===== src/rtl/flash_poll_pkg.sv =====
package flash_poll_pkg;
    typedef enum logic [2:0] {
        ST_IDLE,
        ST_PROG,
        ST_PABORT,
        ST_ERASE,
        ST_EABORT,
        ST_SUSP
    } fps_state_e;
endpackage


===== src/rtl/fps_sector_decode.sv =====
module fps_sector_decode #(
    parameter int ADDR_W = 8,
    parameter int SECT_W = 2,
    localparam int NS = 2 ** SECT_W
) (
    input  logic [ADDR_W-1:0] addr,
    output logic [NS-1:0]     sect_oh
);
    logic [SECT_W-1:0] idx;
    assign idx = addr[ADDR_W-1 -: SECT_W];

    for (genvar i = 0; i < NS; i++) begin : g_sect
        assign sect_oh[i] = (idx == SECT_W'(i));
    end
endmodule


===== src/rtl/fps_ctrl.sv =====
module fps_ctrl
    import flash_poll_pkg::*;
#(
    parameter int ADDR_W         = 8,
    parameter int SECT_W         = 2,
    parameter int PROG_CYC       = 400,
    parameter int ERASE_CYC      = 20000,
    parameter int PROG_ABORT_CYC = 50,
    parameter int ERASE_ABORT_CYC= 5000,
    localparam int NS    = 2 ** SECT_W,
    localparam int MAXC  = (ERASE_CYC > ERASE_ABORT_CYC) ? ERASE_CYC : ERASE_ABORT_CYC,
    localparam int MAXP  = (PROG_CYC > PROG_ABORT_CYC) ? PROG_CYC : PROG_ABORT_CYC,
    localparam int ECNT_W = $clog2(MAXC + 1),
    localparam int PCNT_W = $clog2(MAXP + 1)
) (
    input  logic              clk,
    input  logic              rst_n,
    input  logic              cmd_done,
    input  logic              cmd_is_erase,
    input  logic [ADDR_W-1:0] cmd_addr,
    input  logic              prog_bit,
    input  logic [NS-1:0]     cmd_sect_oh,
    input  logic [NS-1:0]     erase_sel,
    input  logic [NS-1:0]     prot_map,
    input  logic              suspend_req,
    input  logic              resume_req,
    output fps_state_e        state_o,
    output logic              susp_ret_o,
    output logic [ADDR_W-1:0] paddr_o,
    output logic              pbit_o,
    output logic [NS-1:0]     sel_o,
    output logic [NS-1:0]     eff_o,
    output logic              done_prog_o,
    output logic              done_ers_o,
    output logic              busy_o,
    output logic              suspended_o
);
    typedef struct packed {
        fps_state_e        st;
        logic              susp_ret;
        logic [ADDR_W-1:0] paddr;
        logic              pbit;
        logic [NS-1:0]     sel;
        logic [NS-1:0]     eff;
        logic              done_prog;
        logic              done_ers;
        logic [PCNT_W-1:0] pcnt;
        logic [ECNT_W-1:0] ecnt;
    } ctrl_t;

    ctrl_t r_q, r_d;
    logic  can_cmd;
    logic  accept_prog;
    logic  accept_ers;
    logic  prot_hit;
    logic [NS-1:0] eff_new;

    always_comb begin
        can_cmd     = (r_q.st == ST_IDLE) || (r_q.st == ST_SUSP);
        accept_prog = cmd_done && !cmd_is_erase && can_cmd;
        accept_ers  = cmd_done && cmd_is_erase && (r_q.st == ST_IDLE) && (|erase_sel);
        prot_hit    = |(cmd_sect_oh & prot_map);
        eff_new     = erase_sel & ~prot_map;
        r_d         = r_q;

        unique case (r_q.st)
            ST_IDLE, ST_SUSP: begin
                if (accept_prog) begin
                    r_d.paddr     = cmd_addr;
                    r_d.pbit      = prog_bit;
                    r_d.done_prog = 1'b0;
                    r_d.done_ers  = 1'b0;
                    r_d.susp_ret  = (r_q.st == ST_SUSP);
                    if (prot_hit) begin
                        r_d.st   = ST_PABORT;
                        r_d.pcnt = PCNT_W'(PROG_ABORT_CYC - 1);
                    end else begin
                        r_d.st   = ST_PROG;
                        r_d.pcnt = PCNT_W'(PROG_CYC - 1);
                    end
                end else if (accept_ers) begin
                    r_d.sel       = erase_sel;
                    r_d.eff       = eff_new;
                    r_d.done_prog = 1'b0;
                    r_d.done_ers  = 1'b0;
                    if (eff_new == '0) begin
                        r_d.st   = ST_EABORT;
                        r_d.ecnt = ECNT_W'(ERASE_ABORT_CYC - 1);
                    end else begin
                        r_d.st   = ST_ERASE;
                        r_d.ecnt = ECNT_W'(ERASE_CYC - 1);
                    end
                end else if ((r_q.st == ST_SUSP) && resume_req) begin
                    r_d.st = ST_ERASE;
                end
            end
            ST_PROG, ST_PABORT: begin
                if (r_q.pcnt == '0) begin
                    r_d.st        = r_q.susp_ret ? ST_SUSP : ST_IDLE;
                    r_d.susp_ret  = 1'b0;
                    r_d.done_prog = (r_q.st == ST_PROG);
                end else begin
                    r_d.pcnt = r_q.pcnt - 1'b1;
                end
            end
            ST_ERASE: begin
                if (suspend_req) begin
                    r_d.st = ST_SUSP;
                end else if (r_q.ecnt == '0) begin
                    r_d.st       = ST_IDLE;
                    r_d.done_ers = 1'b1;
                end else begin
                    r_d.ecnt = r_q.ecnt - 1'b1;
                end
            end
            ST_EABORT: begin
                if (r_q.ecnt == '0) begin
                    r_d.st = ST_IDLE;
                end else begin
                    r_d.ecnt = r_q.ecnt - 1'b1;
                end
            end
            default: r_d.st = ST_IDLE;
        endcase
    end

    always_ff @(posedge clk or negedge rst_n) begin
        if (!rst_n) begin
            r_q <= '{st: ST_IDLE, default: '0};
        end else begin
            r_q <= r_d;
        end
    end

    assign state_o     = r_q.st;
    assign susp_ret_o  = r_q.susp_ret;
    assign paddr_o     = r_q.paddr;
    assign pbit_o      = r_q.pbit;
    assign sel_o       = r_q.sel;
    assign eff_o       = r_q.eff;
    assign done_prog_o = r_q.done_prog;
    assign done_ers_o  = r_q.done_ers;
    assign busy_o      = (r_q.st == ST_PROG) || (r_q.st == ST_PABORT) ||
                         (r_q.st == ST_ERASE) || (r_q.st == ST_EABORT);
    assign suspended_o = (r_q.st == ST_SUSP) || r_q.susp_ret;

    a_r2_prog_start: assert property (@(posedge clk) disable iff (!rst_n)
        (cmd_done && !cmd_is_erase && r_q.st == ST_IDLE) |=> busy_o);

    a_r6_suspend_next: assert property (@(posedge clk) disable iff (!rst_n)
        (r_q.st == ST_ERASE && suspend_req) |=> (suspended_o && !busy_o));

    a_r7_susp_prog_flag: assert property (@(posedge clk) disable iff (!rst_n)
        (r_q.st == ST_PROG && r_q.susp_ret) |=> suspended_o);

    a_r8_abort_no_done: assert property (@(posedge clk) disable iff (!rst_n)
        (r_q.st == ST_PABORT) |=> !r_q.done_prog);

    a_r10_busy_ignores_cmd: assert property (@(posedge clk) disable iff (!rst_n)
        (busy_o && cmd_done) |=> ($stable(r_q.paddr) && $stable(r_q.sel)));
endmodule


===== src/rtl/fps_read_mux.sv =====
module fps_read_mux
    import flash_poll_pkg::*;
#(
    parameter int ADDR_W = 8,
    parameter int SECT_W = 2,
    localparam int NS = 2 ** SECT_W
) (
    input  fps_state_e        state,
    input  logic              susp_ret,
    input  logic [ADDR_W-1:0] paddr,
    input  logic              pbit,
    input  logic [NS-1:0]     sel,
    input  logic [NS-1:0]     eff,
    input  logic              done_prog,
    input  logic              done_ers,
    input  logic [ADDR_W-1:0] rd_addr,
    input  logic [NS-1:0]     rd_sect_oh,
    input  logic              array_bit7,
    output logic              rd_bit7
);
    logic pmatch, sel_hit, eff_hit;

    always_comb begin
        pmatch  = (rd_addr == paddr);
        sel_hit = |(rd_sect_oh & sel);
        eff_hit = |(rd_sect_oh & eff);
        rd_bit7 = array_bit7;
        unique case (state)
            ST_PROG, ST_PABORT: begin
                if (pmatch)                  rd_bit7 = ~pbit;
                else if (susp_ret && sel_hit) rd_bit7 = 1'b1;
            end
            ST_ERASE, ST_EABORT: begin
                if (sel_hit)                 rd_bit7 = 1'b0;
                else if (done_prog && pmatch) rd_bit7 = pbit;
            end
            ST_SUSP: begin
                if (done_prog && pmatch)     rd_bit7 = pbit;
                else if (sel_hit)            rd_bit7 = 1'b1;
            end
            default: begin
                if (done_prog && pmatch)     rd_bit7 = pbit;
                else if (done_ers && eff_hit) rd_bit7 = 1'b1;
            end
        endcase
    end
endmodule


===== src/rtl/flash_poll_status.sv =====
module flash_poll_status
    import flash_poll_pkg::*;
#(
    parameter int ADDR_W          = 8,
    parameter int SECT_W          = 2,
    parameter int PROG_CYC        = 400,
    parameter int ERASE_CYC       = 20000,
    parameter int PROG_ABORT_CYC  = 50,
    parameter int ERASE_ABORT_CYC = 5000,
    localparam int NS = 2 ** SECT_W
) (
    input  logic              clk,
    input  logic              rst_n,
    input  logic              cmd_done,
    input  logic              cmd_is_erase,
    input  logic [ADDR_W-1:0] cmd_addr,
    input  logic              prog_bit,
    input  logic [NS-1:0]     erase_sel,
    input  logic [NS-1:0]     prot_map,
    input  logic              suspend_req,
    input  logic              resume_req,
    input  logic [ADDR_W-1:0] rd_addr,
    input  logic              array_bit7,
    output logic              rd_bit7,
    output logic              busy,
    output logic              suspended
);
    logic [NS-1:0]     cmd_oh, rd_oh, sel, eff;
    fps_state_e        st;
    logic              susp_ret, pbit, done_prog, done_ers;
    logic [ADDR_W-1:0] paddr;

    fps_sector_decode #(.ADDR_W(ADDR_W), .SECT_W(SECT_W)) u_cmd_dec (
        .addr(cmd_addr), .sect_oh(cmd_oh));

    fps_sector_decode #(.ADDR_W(ADDR_W), .SECT_W(SECT_W)) u_rd_dec (
        .addr(rd_addr), .sect_oh(rd_oh));

    fps_ctrl #(
        .ADDR_W(ADDR_W), .SECT_W(SECT_W), .PROG_CYC(PROG_CYC),
        .ERASE_CYC(ERASE_CYC), .PROG_ABORT_CYC(PROG_ABORT_CYC),
        .ERASE_ABORT_CYC(ERASE_ABORT_CYC)
    ) u_ctrl (
        .clk(clk), .rst_n(rst_n), .cmd_done(cmd_done), .cmd_is_erase(cmd_is_erase),
        .cmd_addr(cmd_addr), .prog_bit(prog_bit), .cmd_sect_oh(cmd_oh),
        .erase_sel(erase_sel), .prot_map(prot_map), .suspend_req(suspend_req),
        .resume_req(resume_req), .state_o(st), .susp_ret_o(susp_ret),
        .paddr_o(paddr), .pbit_o(pbit), .sel_o(sel), .eff_o(eff),
        .done_prog_o(done_prog), .done_ers_o(done_ers), .busy_o(busy),
        .suspended_o(suspended));

    fps_read_mux #(.ADDR_W(ADDR_W), .SECT_W(SECT_W)) u_mux (
        .state(st), .susp_ret(susp_ret), .paddr(paddr), .pbit(pbit), .sel(sel),
        .eff(eff), .done_prog(done_prog), .done_ers(done_ers), .rd_addr(rd_addr),
        .rd_sect_oh(rd_oh), .array_bit7(array_bit7), .rd_bit7(rd_bit7));
endmodule


===== config.mk =====
export PLATFORM = sky130hd
export DESIGN_NAME = flash_poll_status
export DESIGN_NICKNAME = d
export VERILOG_FILES = /design/src/rtl/flash_poll_pkg.sv /design/src/rtl/fps_sector_decode.sv /design/src/rtl/fps_ctrl.sv /design/src/rtl/fps_read_mux.sv /design/src/rtl/flash_poll_status.sv
export SDC_FILE = /design/constraint.sdc
export NUM_CORES = 1
export LEC_CHECK = 0
export ABC_CLOCK_PERIOD_IN_PS = 7700
export BUFFER_PORTS_ARGS = -buffer_cell sky130_fd_sc_hd__buf_2
export CELL_PAD_IN_SITES_DETAIL_PLACEMENT = 1
export CELL_PAD_IN_SITES_GLOBAL_PLACEMENT = 1
export CORE_ASPECT_RATIO = 0.75
export CORE_MARGIN = 4
export CORE_UTILIZATION = 47
export DETAILED_ROUTE_END_ITERATION = 6
export PLACE_DENSITY = 0.89
export REMOVE_ABC_BUFFERS = 1
export SLEW_MARGIN = 20
export SYNTH_ARGS = -nofsm -noshare
export SYNTH_HDL_FRONTEND = slang
export SYNTH_SLANG_ARGS = --single-unit

===== constraint.sdc =====
create_clock -name clk -period 7.7 [get_ports clk]
set_clock_uncertainty 0.05 [all_clocks]
set_input_delay 0.385 -clock clk [delete_from_list [all_inputs] [get_ports clk]]
set_output_delay 0.385 -clock clk [all_outputs]
set_load 0.05 [all_outputs]

==> results of run 1 <==
[cell usage in the layout (no fill, tap or decap), drive strengths merged, types with 3 or more instances in the layout]
| cell | Yosys | layout |
|---|---|---|
| o21a | 3 | 3 |
| or3 | 7 | 7 |
| o22a | 5 | 5 |
| nor2b | 6 | 6 |
| nand2 | 69 | 69 |
| xor2 | 8 | 8 |
| clkbuf | 12 | 8 |
| o211ai | 4 | 4 |
| a21o | 5 | 5 |
| nand3 | 3 | 3 |
| inv | 10 | 10 |
| or4 | 9 | 9 |
| o31ai | 8 | 8 |
| or2 | 3 | 3 |
| and2 | 4 | 4 |
| mux4 | 3 | 3 |
| a21oi | 20 | 20 |
| nor2 | 11 | 11 |
| buf | 1 | 35 |
| nor3 | 8 | 8 |
| nand2b | 6 | 6 |
| dfrtp | 47 | 47 |
| a31oi | 9 | 9 |
| nor4 | 6 | 6 |
| o21ai | 19 | 19 |
[state kept, by name, summed over array words and instances (netlist names)]
signal,count
u_ctrl.sel_o,4
u_ctrl.eff_o,4
u_ctrl.susp_ret_o,1
u_ctrl.pbit_o,1
u_ctrl.state_o,3
u_ctrl.done_ers_o,1
u_ctrl.done_prog_o,1
u_ctrl.paddr_o,8
u_ctrl.r_q,24
[kinds of logic (layout without fill, tap and decap cells)]
group,Yosys count,after routing,share of synthesized area (%)
buf+inv,23,53,3.03
mux,6,6,3.47
simple gates,141,141,24.9
fa+ha+maj,2,2,0.879
xor+xnor,10,10,3.08
compound gates,98,98,23.3
flops,47,47,41.3
[path summary, 6_finish.rpt]
path                              startpoint                 to  cells past startpoint
setup / recovery           u_ctrl.state_o[0]      u_ctrl.r_q[5]                      5
hold / removal                         rst_n     u_ctrl.r_q[20]                      1
setup reg to reg           u_ctrl.state_o[0]      u_ctrl.r_q[5]                      5
hold reg to reg              u_ctrl.eff_o[1]    u_ctrl.eff_o[1]                      2
max in group asynchronous              rst_n    u_ctrl.sel_o[3]                      1
min in group clk                 cmd_addr[1]  u_ctrl.paddr_o[1]                      3
[power groups by stage]
stage	combinational (mW)	clock [mW]	sequential, mW
2_1_floorplan	0.464	0	0.450
3_3_place_gp	0.590	0	0.479
3_5_place_dp	0.615	0	0.490
4_1_cts	0.626	0.169	0.489
5_1_grt	0.699	0.183	0.510
6_report	0.626	0.167	0.492
[critical path, cell delays in order, from the launching register on]
cell and delay (ns):
dfrtp_1 0.61, nor3_1 0.37, nand3_1 0.49, o21a_1 0.47
or4_2 0.68, a21oi_1 0.16
[area by class of cell]
| cell class | count | area, µm² | area share (%) |
|---|---|---|---|
| sequential | 47 | 1180 | 37.0 |
| inverter | 10 | 37.5 | 1.18 |
| multi-input combinational | 257 | 1580 | 49.9 |
| tap | 78 | 97.6 | 3.07 |
| clock buffer | 8 | 100 | 3.15 |
| timing repair buffer | 35 | 180 | 5.67 |
[Yosys cell counts, types with 3 or more instances]
cell type / count / area [µm²]
dfrtp_1: 47 / 1180
nand3_1: 3 / 15.0
or3_1: 6 / 37.5
a21oi_1: 20 / 100
nand2b_1: 6 / 37.5
nor2_1: 11 / 41.3
o21ai_0: 18 / 90.1
o21a_1: 3 / 22.5
inv_1: 10 / 37.5
nor4_1: 6 / 37.5
or4_1: 6 / 45.0
or2_2: 3 / 18.8
o31ai_1: 8 / 60.1
nor3_1: 8 / 40.0
and2_1: 3 / 18.8
a31oi_1: 9 / 56.3
o211ai_1: 4 / 30.0
xor2_1: 8 / 70.1
nor2b_1: 6 / 37.5
a21o_1: 5 / 37.5
clkbuf_1: 12 / 45.0
nand2_1: 69 / 259
o22a_1: 5 / 43.8
mux4_2: 3 / 67.6
[metal layers]
layer  part of all wire (%)  up-vias  track usage (%)
met4                   0.87        0             4.76
met5                      0        -                0
li1                       -     1257                -
met1                     47     1347             32.7
met3                    3.8        8             3.57
met2                     48       47             37.7
[per-stage QoR]
| step | instance area (µm²) | instances | setup WS, ns |
|---|---|---|---|
| final | 3180 | 435 | 4.78 |
| after global routing | 3180 | 435 | 4.54 |
| after CTS | 3170 | 435 | 4.79 |
| after floorplan | 2800 | 314 | 5.26 |
| after global placement | 3070 | 427 | 4.98 |
| after detailed placement | 3070 | 427 | 4.84 |
==> key figures, run 1 <==
Routing
  • DR pass1 iterations: 4
  • WL per Instance: ~19 µm
  • Via count: roughly 2700
  • DRC viols: 0
  • Routed Antenna Nets: 0
  • Via-per-instance ratio: about 6
  • Drt first-iter violations: 190
  • Routed wire length: around 8000 µm

Synthesis
  • Post-synth top flop: dfrtp_1
  • EDFF count, synth: 0
  • Yosys reg bits: 47
  • Yosys warnings: 0
  • Syn Inst Count: 327
  • Asr flop ratio synth: 100%
  • Mapped cell area: 2850 µm²
  • Yosys cell types: 59
  • Register area share after synthesis: 41.3%
  • Mapped Avg Cell Area: 8.70 µm²

Place
  • I/O Buffers: 34
  • GP Congestion: 0.842
  • HPWL after DPL: 5840 µm

Power and ir drop
  • Clk pwr share: approximately an eighth
  • PD cells: 405 nW/µm²
  • Worst VDD drop: 128 µV
  • Sw frac: 47.0%
  • Tot Pwr: between 1 and 1.5 mW
  • NetSw: 0.604 mW
  • Combinational share of power: 48.7%
  • Leakage: approximately 1.4 nW
  • Reg power frac: 38.3%
  • Internal power: around 0.68 mW

STA
  • # setup viols final: 0
  • Tcrit/Tclk final: between 30% and 40%
  • Final Hold Fails: 0
  • Max-Slew Margin vs Limit: 48.7%
  • Unrepaired setup endpoints after global routing: no
  • Max Slew Vio Count: 0
  • Tmin final: 2.92 ns
  • Max Clock Freq: 343 MHz
  • Final hold slack: 0.0379 ns
  • Least-Margin Pin Slew: 0.764 ns
  • Total negative slack: 0 ns

Floorplanning
  • DIE AREA: 7380 µm²
  • I/O pins: 35
  • Core ar.: 5860 µm²
  • Chip height: 75.4 µm
  • Initial Util: roughly half
  • Die width: 97.9 µm
  • Row cnt: 24

Finish
  • Fillcell total: between 700 and 800
  • Synthesis-to-finish area growth: 11.6%
  • Utilization after layout: 54.2%
  • ANT cells: 0
  • Nets: 390
  • Layout cells sized above 1: 16.5%

Global route
  • Largest net degree at the start of global routing: 48
  • Gr ovfl total: 0
  • Vias in the first global route: 2719
  • Initial antenna violation count: 0
  • All-layer global routing usage: ~23%
  • First-pass GRT wire length: about 14000 µm

Critical path
  • Flop-to-flop setup slack: 4.78 ns
  • Startpoint types: flip-flop
  • WP data required: 7.87 ns
  • Worst setup path class: reg -> reg
  • CP Max Fanout: 18
  • Critical Path AT: 3.09 ns
  • Worst setup EP type: flip-flop

Run status
  • Status: finished, final reports clean

Clocking
  • Post_cts resized: 0
  • TritonCTS clock tree: yes
  • Setup bufs post-CTS: 0
  • Clock transition at the registers of the reported paths: 0.09 ns
  • CTS root buf: clkbuf_8
  • Hold buffers post-CTS: 0
  • Max H-tree Level: 2
  • Num CTS Buffers: 5
  • Clk Latency, worst-skew pair: 0.30 ns
  • CTS Buffer Depth: 2
  • Clk sinks: between 40 and 50

Run
  • Maxcap violations: 0

Min path
  • Min-delay worst type: in -> async
Note: power is estimated with default switching activity, not from simulation.
==> inputs of run 2 (changes only) <==
ABC_CLOCK_PERIOD_IN_PS = 2600   (was 7700)
CORE_UTILIZATION = 40   (was 47)
PLACE_DENSITY = 0.81   (was 0.89)
clock period = 2.6 ns   (was 7.7 ns; I/O delays follow)
==> run 2 against run 1 <==
The run now ends with hold timing left. Utilization fell by 4.7 points. Non-clock buffer count up 21. Power increased to 3.0 times the previous value. Clock power rose to 2.6 times the previous value. Register-to-register slack worse by 4.8 ns. Via count up 3.8%. Worst setup slack worse by 4.8 ns. Sequential cell count unchanged. Global-route usage shrank 2.9 points. Largest cell class unchanged. Largest power group unchanged.
==> key figures, run 2 (synthesized netlist as in run 1, its figures left out) <==
Finish
  • Final Non-Filler Cells: 476 (+9.4%)
  • Largest register FFs: 24 (unchanged)
  • Footprint of the multi-input gates: 1610 µm² (+1.9%)
  • Nets: 411 (+5.4%)
  • Layout cells sized above 1: 20.1% (+3.6 points)
  • Sequential cell area: 1180 µm² (unchanged)
  • Most flops, register: u_ctrl.r_q
  • Synthesis-to-finish area growth: 19.5%
  • Commonest non-fill, non-tap cells in the layout: nand2_1, dfrtp_1, buf_2
  • Commonest non-fill, non-tap cell in the layout: nand2_1
  • Fillcell total: 830 (+12%)
  • ANT cells: 0 (unchanged)

Clocking
  • CTS root buf: clkbuf_8
  • Max H-tree Level: 2 (unchanged)
  • Clk Latency, worst-skew pair: 0.30 ns (about the same)
  • TritonCTS clock tree: yes
  • CTS Buffer Depth: 2 (unchanged)
  • Num CTS Buffers: 5 (unchanged)
  • Clk sinks: 47 (unchanged)
  • Clock transition at the registers of the reported paths: 0.09 ns (about the same)

Critical path
  • WP data required: 2.78 ns (-5.09 ns)
  • CP dominant cell by count: or4_4
  • Crit Reg-Reg Startpoint: u_ctrl.r_q[1]
  • Critical path startpoint: u_ctrl.r_q[1]
  • CP Cell Sequence: or4_4 -> or4_4 -> or4_4 -> or4_4 -> a21oi_2
  • Flop-to-flop setup slack: 0.02 ns (-4.76 ns)
  • Crit-path leading delay family: simple AND/OR/NAND/NOR gates
  • Buf/Inv on CP: 0 (unchanged)
  • CP Depth: 5 (unchanged)
  • Slowest CP cell: or4_4
  • Worst setup EP type: flip-flop
  • Worst setup path class: reg -> reg
  • Reg-to-reg endpoint: u_ctrl.r_q[13]
  • Critical Path AT: 2.75 ns (-0.34 ns)
  • Startpoint types: flip-flop
  • CP Capture Point: u_ctrl.r_q[13]
  • Register-to-Register Path Depth: 5 (unchanged)
  • CP Max Fanout: 5 (-13)
  • Max incr delay on CP: 0.57 ns (-0.11 ns)

Routing
  • WL per Instance: 17.4 µm (-6.1%)
  • Routed wl met2: 3800 µm (-2.0%)
  • Highest metal used: met4
  • DRC viols: 0 (unchanged)
  • Via-per-instance ratio: 5.80 (-5.2%)
  • Drt first-iter violations: 145 (-24%)
  • Wl on met1: 4140 µm (+8.7%)
  • Via count: 2759 (+3.8%)
  • DR pass1 iterations: 4 (unchanged)
  • Routed Antenna Nets: 0 (unchanged)
  • Routed wire length: 8290 µm (+2.8%)
  • Met3 wire length: 267 µm (-13%)

Global route
  • Largest net degree at the start of global routing: 26 (-46%)
  • Initial antenna violation count: 0 (unchanged)
  • Gr ovfl total: 0 (unchanged)
  • Vias in the first global route: 2805 (+3.2%)
  • First-pass GRT wire length: 13900 µm (+1.7%)
  • All-layer global routing usage: 20.1% (-2.9 points)

Place
  • Placed Instances: 458 (+7.3%)
  • HPWL after DPL: 6060 µm (+3.7%)
  • GP Congestion: 0.909 (+8.0%)
  • I/O Buffers: 34 (unchanged)
  • Worst slack, placed: 0.0493 ns (-4.79 ns)

STA
  • Max Slew Vio Count: 0 (unchanged)
  • Least-Margin Pin Slew: 0.697 ns (-0.0676 ns)
  • Final hold slack: -0.00185 ns (-0.0397 ns)
  • Final Hold Fails: 1 (+1)
  • Unrepaired setup endpoints after global routing: yes
  • Worst setup margin: 0.0244 ns (-4.76 ns)
  • # setup viols final: 0 (unchanged)
  • Max Clock Freq: 388 MHz (+13%)
  • Tmin final: 2.58 ns (-0.344 ns)
  • Tcrit/Tclk final: 99.1% (+61 points)
  • Max-Slew Margin vs Limit: 53.2% (+4.5 points)

Floorplanning
  • Initial Util: 41.5% (-7.1 points)
  • Core ar.: 6860 µm² (+17%)
  • Die width: 105 µm (+7.7%)
  • DIE AREA: 8540 µm² (+16%)
  • Row cnt: 26 (+8.3%)
  • I/O pins: 35 (unchanged)
  • Chip height: 81.1 µm (+7.5%)

Power and ir drop
  • Worst VDD drop: 387 µV (+200%)
  • PD cells: 1140 nW/µm² (+180%)
  • Leakage: 1.52 nW (+6.7%)

Run status
  • Violated checks: hold timing
  • Status: complete, but fails checks

Run
  • Maxcap violations: 0 (unchanged)

Min path
  • Min-delay worst type: in -> reg
[run 2: cell count changes in the layout (fill, tap and decap cells not counted)]
cell / change
buf_2: +1
clkinv_2: +1
nor4_1: -3
clkbuf_1: +1
a21oi_1: -1
buf_12: +1
or4_4: +2
a21oi_2: +1
dlygate4sd3_1: +9
or4_1: -2
nor4_2: +3
clkbuf_8: -2
buf_4: +10
[run 2: per-stage QoR]
step / TNS, ns / hold WS, ns / cell area, µm² / power [mW] / util (%)
finish: 0 / -0.00185 / 3400 / 3.88 / 49.6
global route: -0.0470 / 0.00237 / 3400 / 4.18 / 49.6
CTS: 0 / 0.000819 / 3360 / 3.83 / 49.0
detailed placement: 0 / 0.112 / 3190 / 3.37 / 46.5
global placement: 0 / 0.105 / 3190 / 3.27 / 46.5
floorplan: 0 / -0.216 / 2800 / 2.71 / -
[run 2: where the power goes]
group          switching, mW  internal (mW)
logic                   1.21          0.835
clock network          0.251          0.190
registers              0.343           1.05
[run 2: area by class of cell]
cell class | count | share of cell area (%)
Inverter | 10 | 1.10
Clock buffer | 7 | 2.24
Clock inverter | 1 | 0.147
Tap cell | 98 | 3.60
Sequential cell | 47 | 34.6
Multi-Input combinational cell | 257 | 47.4
Timing Repair Buffer | 56 | 10.9
[run 2: how the worst min path moves through the flow]
stage | startpoint | end | slack, ns | depth (start not counted)
3_5_place_dp | rst_n | u_ctrl.r_q[21] | 0.11 | 1
3_3_place_gp | rst_n | u_ctrl.r_q[9] | 0.10 | 1
2_1_floorplan | rst_n | u_ctrl.done_ers_o | -0.22 | 0
5_1_grt | cmd_addr[7] | u_ctrl.paddr_o[7] | 0.002 | 3
4_1_cts | cmd_addr[7] | u_ctrl.paddr_o[7] | 0.0008 | 3
6_report | cmd_addr[7] | u_ctrl.paddr_o[7] | -0.002 | 3
[run 2: what timing repair did]
action                     in CTS  in global routing
hold buffers                    9                  0
setup endpoints to repair       0                  4
hold endpoints to repair       30                  0
buffers inserted                0                  1
resized for setup               0                  6
[run 2: worst register-to-register path, delay by kind of cell (launching register included)]
kind / cells / cell delay, ns
AND/OR/NAND/NOR: 4 / 1.90
flip-flops: 1 / 0.42
AO/OA/AOI/OAI: 1 / 0.13
[run 2: metal layers]
layer	track usage, %	vias up
met3	3.26	11
met5	0	-
met4	4.46	0
met2	32.8	55
li1	-	1305
met1	28.2	1388
==> inputs of run 3 (changes only) <==
==> constraint.sdc (replaced) <==
create_clock -name clk -period 2.6 [get_ports clk]
set_clock_uncertainty 0.05 [all_clocks]
set_input_delay 0.78 -clock clk [delete_from_list [all_inputs] [get_ports clk]]
set_output_delay 0.78 -clock clk [all_outputs]
set_load 0.05 [all_outputs]
==> run 3 against run 2 <==
The run ends with setup timing left. Worst setup slack got worse by 0.50 ns. Power grew 3.0%. Routed wire length about the same. Critical path type is now in -> out. Critical endpoint is now rd_bit7.
==> key figures, run 3 (synthesized netlist as in run 1, its figures left out) <==
Finish
  • Largest register FFs: 24 (unchanged)
  • Most flops, register: u_ctrl.r_q
  • Finished Cell Area: 3450 µm² (+1.4%)
  • Fillcell total: 826 (-0.48%)
  • ANT cells: 0 (unchanged)
  • Synthesis-to-finish area growth: 21.2%
  • Layout cells sized above 1: 24.5% (+4.4 points)
  • Nets: 414 (+0.73%)
  • Commonest non-fill, non-tap cells in the layout: nand2_1, dfrtp_1, buf_2
  • Commonest non-fill, non-tap cell in the layout: nand2_1
  • Utilization after layout: 50.3% (+0.71 points)

STA
  • Max Slew Vio Count: 0 (unchanged)
  • Tmin final: 3.08 ns (+0.500 ns)
  • Total negative slack: -0.476 ns (-0.476 ns)
  • Unrepaired setup endpoints after global routing: yes
  • Max Clock Freq: 325 MHz (-16%)
  • # setup viols final: 1 (+1)
  • Worst setup margin: -0.476 ns (-0.500 ns)
  • Final Hold Fails: 0 (-1)
  • Least-Margin Pin Slew: 0.830 ns (+0.134 ns)
  • Tcrit/Tclk final: 118% (+19 points)
  • Max-Slew Margin vs Limit: 44.3% (-8.9 points)

Power and ir drop
  • Worst VDD drop: 338 µV (-13%)
  • Tot Pwr: 4.00 mW (+3.0%)
  • NetSw: 1.82 mW (+0.69%)
  • Reg power frac: 35.0% (-0.9 points)
  • Clk pwr share: 11.5% (+0.2 points)
  • Internal power: 2.18 mW (+5.1%)
  • Sw frac: 45.5% (-1.1 points)
  • Combinational share of power: 53.5% (+0.8 points)
  • Leakage: 1.55 nW (+2.4%)
  • PD cells: 1160 nW/µm² (+1.6%)

Run status
  • Status: complete, but fails checks
  • Violated checks: setup timing

Place
  • HPWL after DPL: 6320 µm (+4.4%)
  • GP Congestion: 0.870 (-4.4%)
  • I/O Buffers: 34 (unchanged)
  • DP Area: 3300 µm² (+3.4%)
  • Worst slack, placed: -0.589 ns (-0.639 ns)

Min path
  • Min-delay worst type: in -> async

Floorplanning
  • Initial Util: 41.5% (unchanged)
  • Row cnt: 26 (unchanged)
  • I/O pins: 35 (unchanged)
  • DIE AREA: 8540 µm² (unchanged)
  • Chip height: 81.1 µm (unchanged)
  • Die width: 105 µm (unchanged)
  • Core ar.: 6860 µm² (unchanged)

Routing
  • Routed wire length: 8290 µm (about the same)
  • Via-per-instance ratio: 5.73 (-1.1%)
  • Drt first-iter violations: 174 (+20%)
  • Routed Antenna Nets: 0 (unchanged)
  • WL per Instance: 17.3 µm (-0.50%)
  • Via count: 2740 (-0.69%)
  • DR pass1 iterations: 4 (unchanged)
  • DRC viols: 0 (unchanged)

Global route
  • Largest net degree at the start of global routing: 27 (+3.8%)
  • GR peak layer: met2
  • Vias in the first global route: 2806 (+0.036%)
  • GR met3 Demand/Resource: 4.05% (+0.79 points)
  • First-pass GRT wire length: 14000 µm (+1.2%)
  • All-layer global routing usage: 20.8% (+0.75 points)
  • Initial antenna violation count: 0 (unchanged)
  • Met2 Resource Use GR: 33.6% (+0.76 points)
  • Met1 Usage GRT: 29.1% (+0.89 points)
  • Gr ovfl total: 0 (unchanged)

Critical path
  • WP data required: 1.77 ns (-1.01 ns)
  • Crit Reg-Reg Startpoint: u_ctrl.r_q[1]
  • Critical Path AT: 2.25 ns (-0.50 ns)
  • Worst setup path class: in -> out
  • CP Max Fanout: 3 (-2)
  • Worst setup EP type: primary output
  • Startpoint types: input port
  • Critical path startpoint: rd_addr[1]

Clocking
  • TritonCTS clock tree: yes
  • Clock transition at the registers of the reported paths: 0.09 ns (about the same)
  • CTS root buf: clkbuf_8
  • CTS Buffer Depth: 2 (unchanged)
  • Max H-tree Level: 2 (unchanged)
  • Num CTS Buffers: 5 (unchanged)
  • Clk sinks: 47 (unchanged)
  • Setup bufs post-CTS: 0 (unchanged)
  • Hold buffers post-CTS: 0 (-9)
  • Clk Latency, worst-skew pair: 0.30 ns (about the same)

Run
  • Maxcap violations: 0 (unchanged)
## run 3: worst paths after layout
path	end	slack, ns	depth (start not counted)
max in group asynchronous	u_ctrl.eff_o[3]	1.56	2
min in group clk	u_ctrl.sel_o[3]	0.44	2
worst max register to register	u_ctrl.r_q[13]	0.09	5
worst min register to register	u_ctrl.sel_o[3]	0.44	2
worst max-delay path	rd_bit7	-0.48	8
worst min-delay path	u_ctrl.r_q[8]	0.41	1
## run 3: layout make-up
cell class | count | area [µm²] | area share, %
inverter | 10 | 37.5 | 1.09
sequential | 47 | 1180 | 34.2
clock inverter | 1 | 5.00 | 0.145
clock buffer | 6 | 82.6 | 2.39
tap | 98 | 123 | 3.55
multi-input combinational | 257 | 1620 | 46.9
timing repair buffer | 59 | 405 | 11.7
## run 3: power groups by stage
stage               combinational (mW)  clock [mW]  sequential (mW)
global route                      2.40       0.506             1.45
finish                            2.14       0.461             1.40
detailed placement                2.08           0             1.39
floorplan                         1.37           0             1.33
global placement                  1.99           0             1.37
CTS                               2.11       0.468             1.39
## run 3: per-layer routing
layer  part of all wire [%]  wire, µm
met1                     47      3860
met2                     47      3910
met3                    5.2       429
met4                    1.1        89
met5                      0         0
## run 3: through the flow
stage                     hold WS, ns  cells
after detailed placement        0.424    471
after floorplan                 0.390    314
after global placement          0.412    471
after global routing            0.432    478
after CTS                       0.426    478
final                           0.408    478
## run 3: worst max-delay path, cell delays in order
cell and delay (ns):
buf_2 0.10, xor2_1 0.13, nor4_1 0.29, buf_4 0.18, a311oi_2 0.09, a311o_1 0.35
o211ai_1 0.09, buf_4 0.23
## run 3: repair_timing
item	4_1_cts	5_1_grt
setup endpoints to repair	2	6
gates resized for setup	9	9
pin swaps	6	3
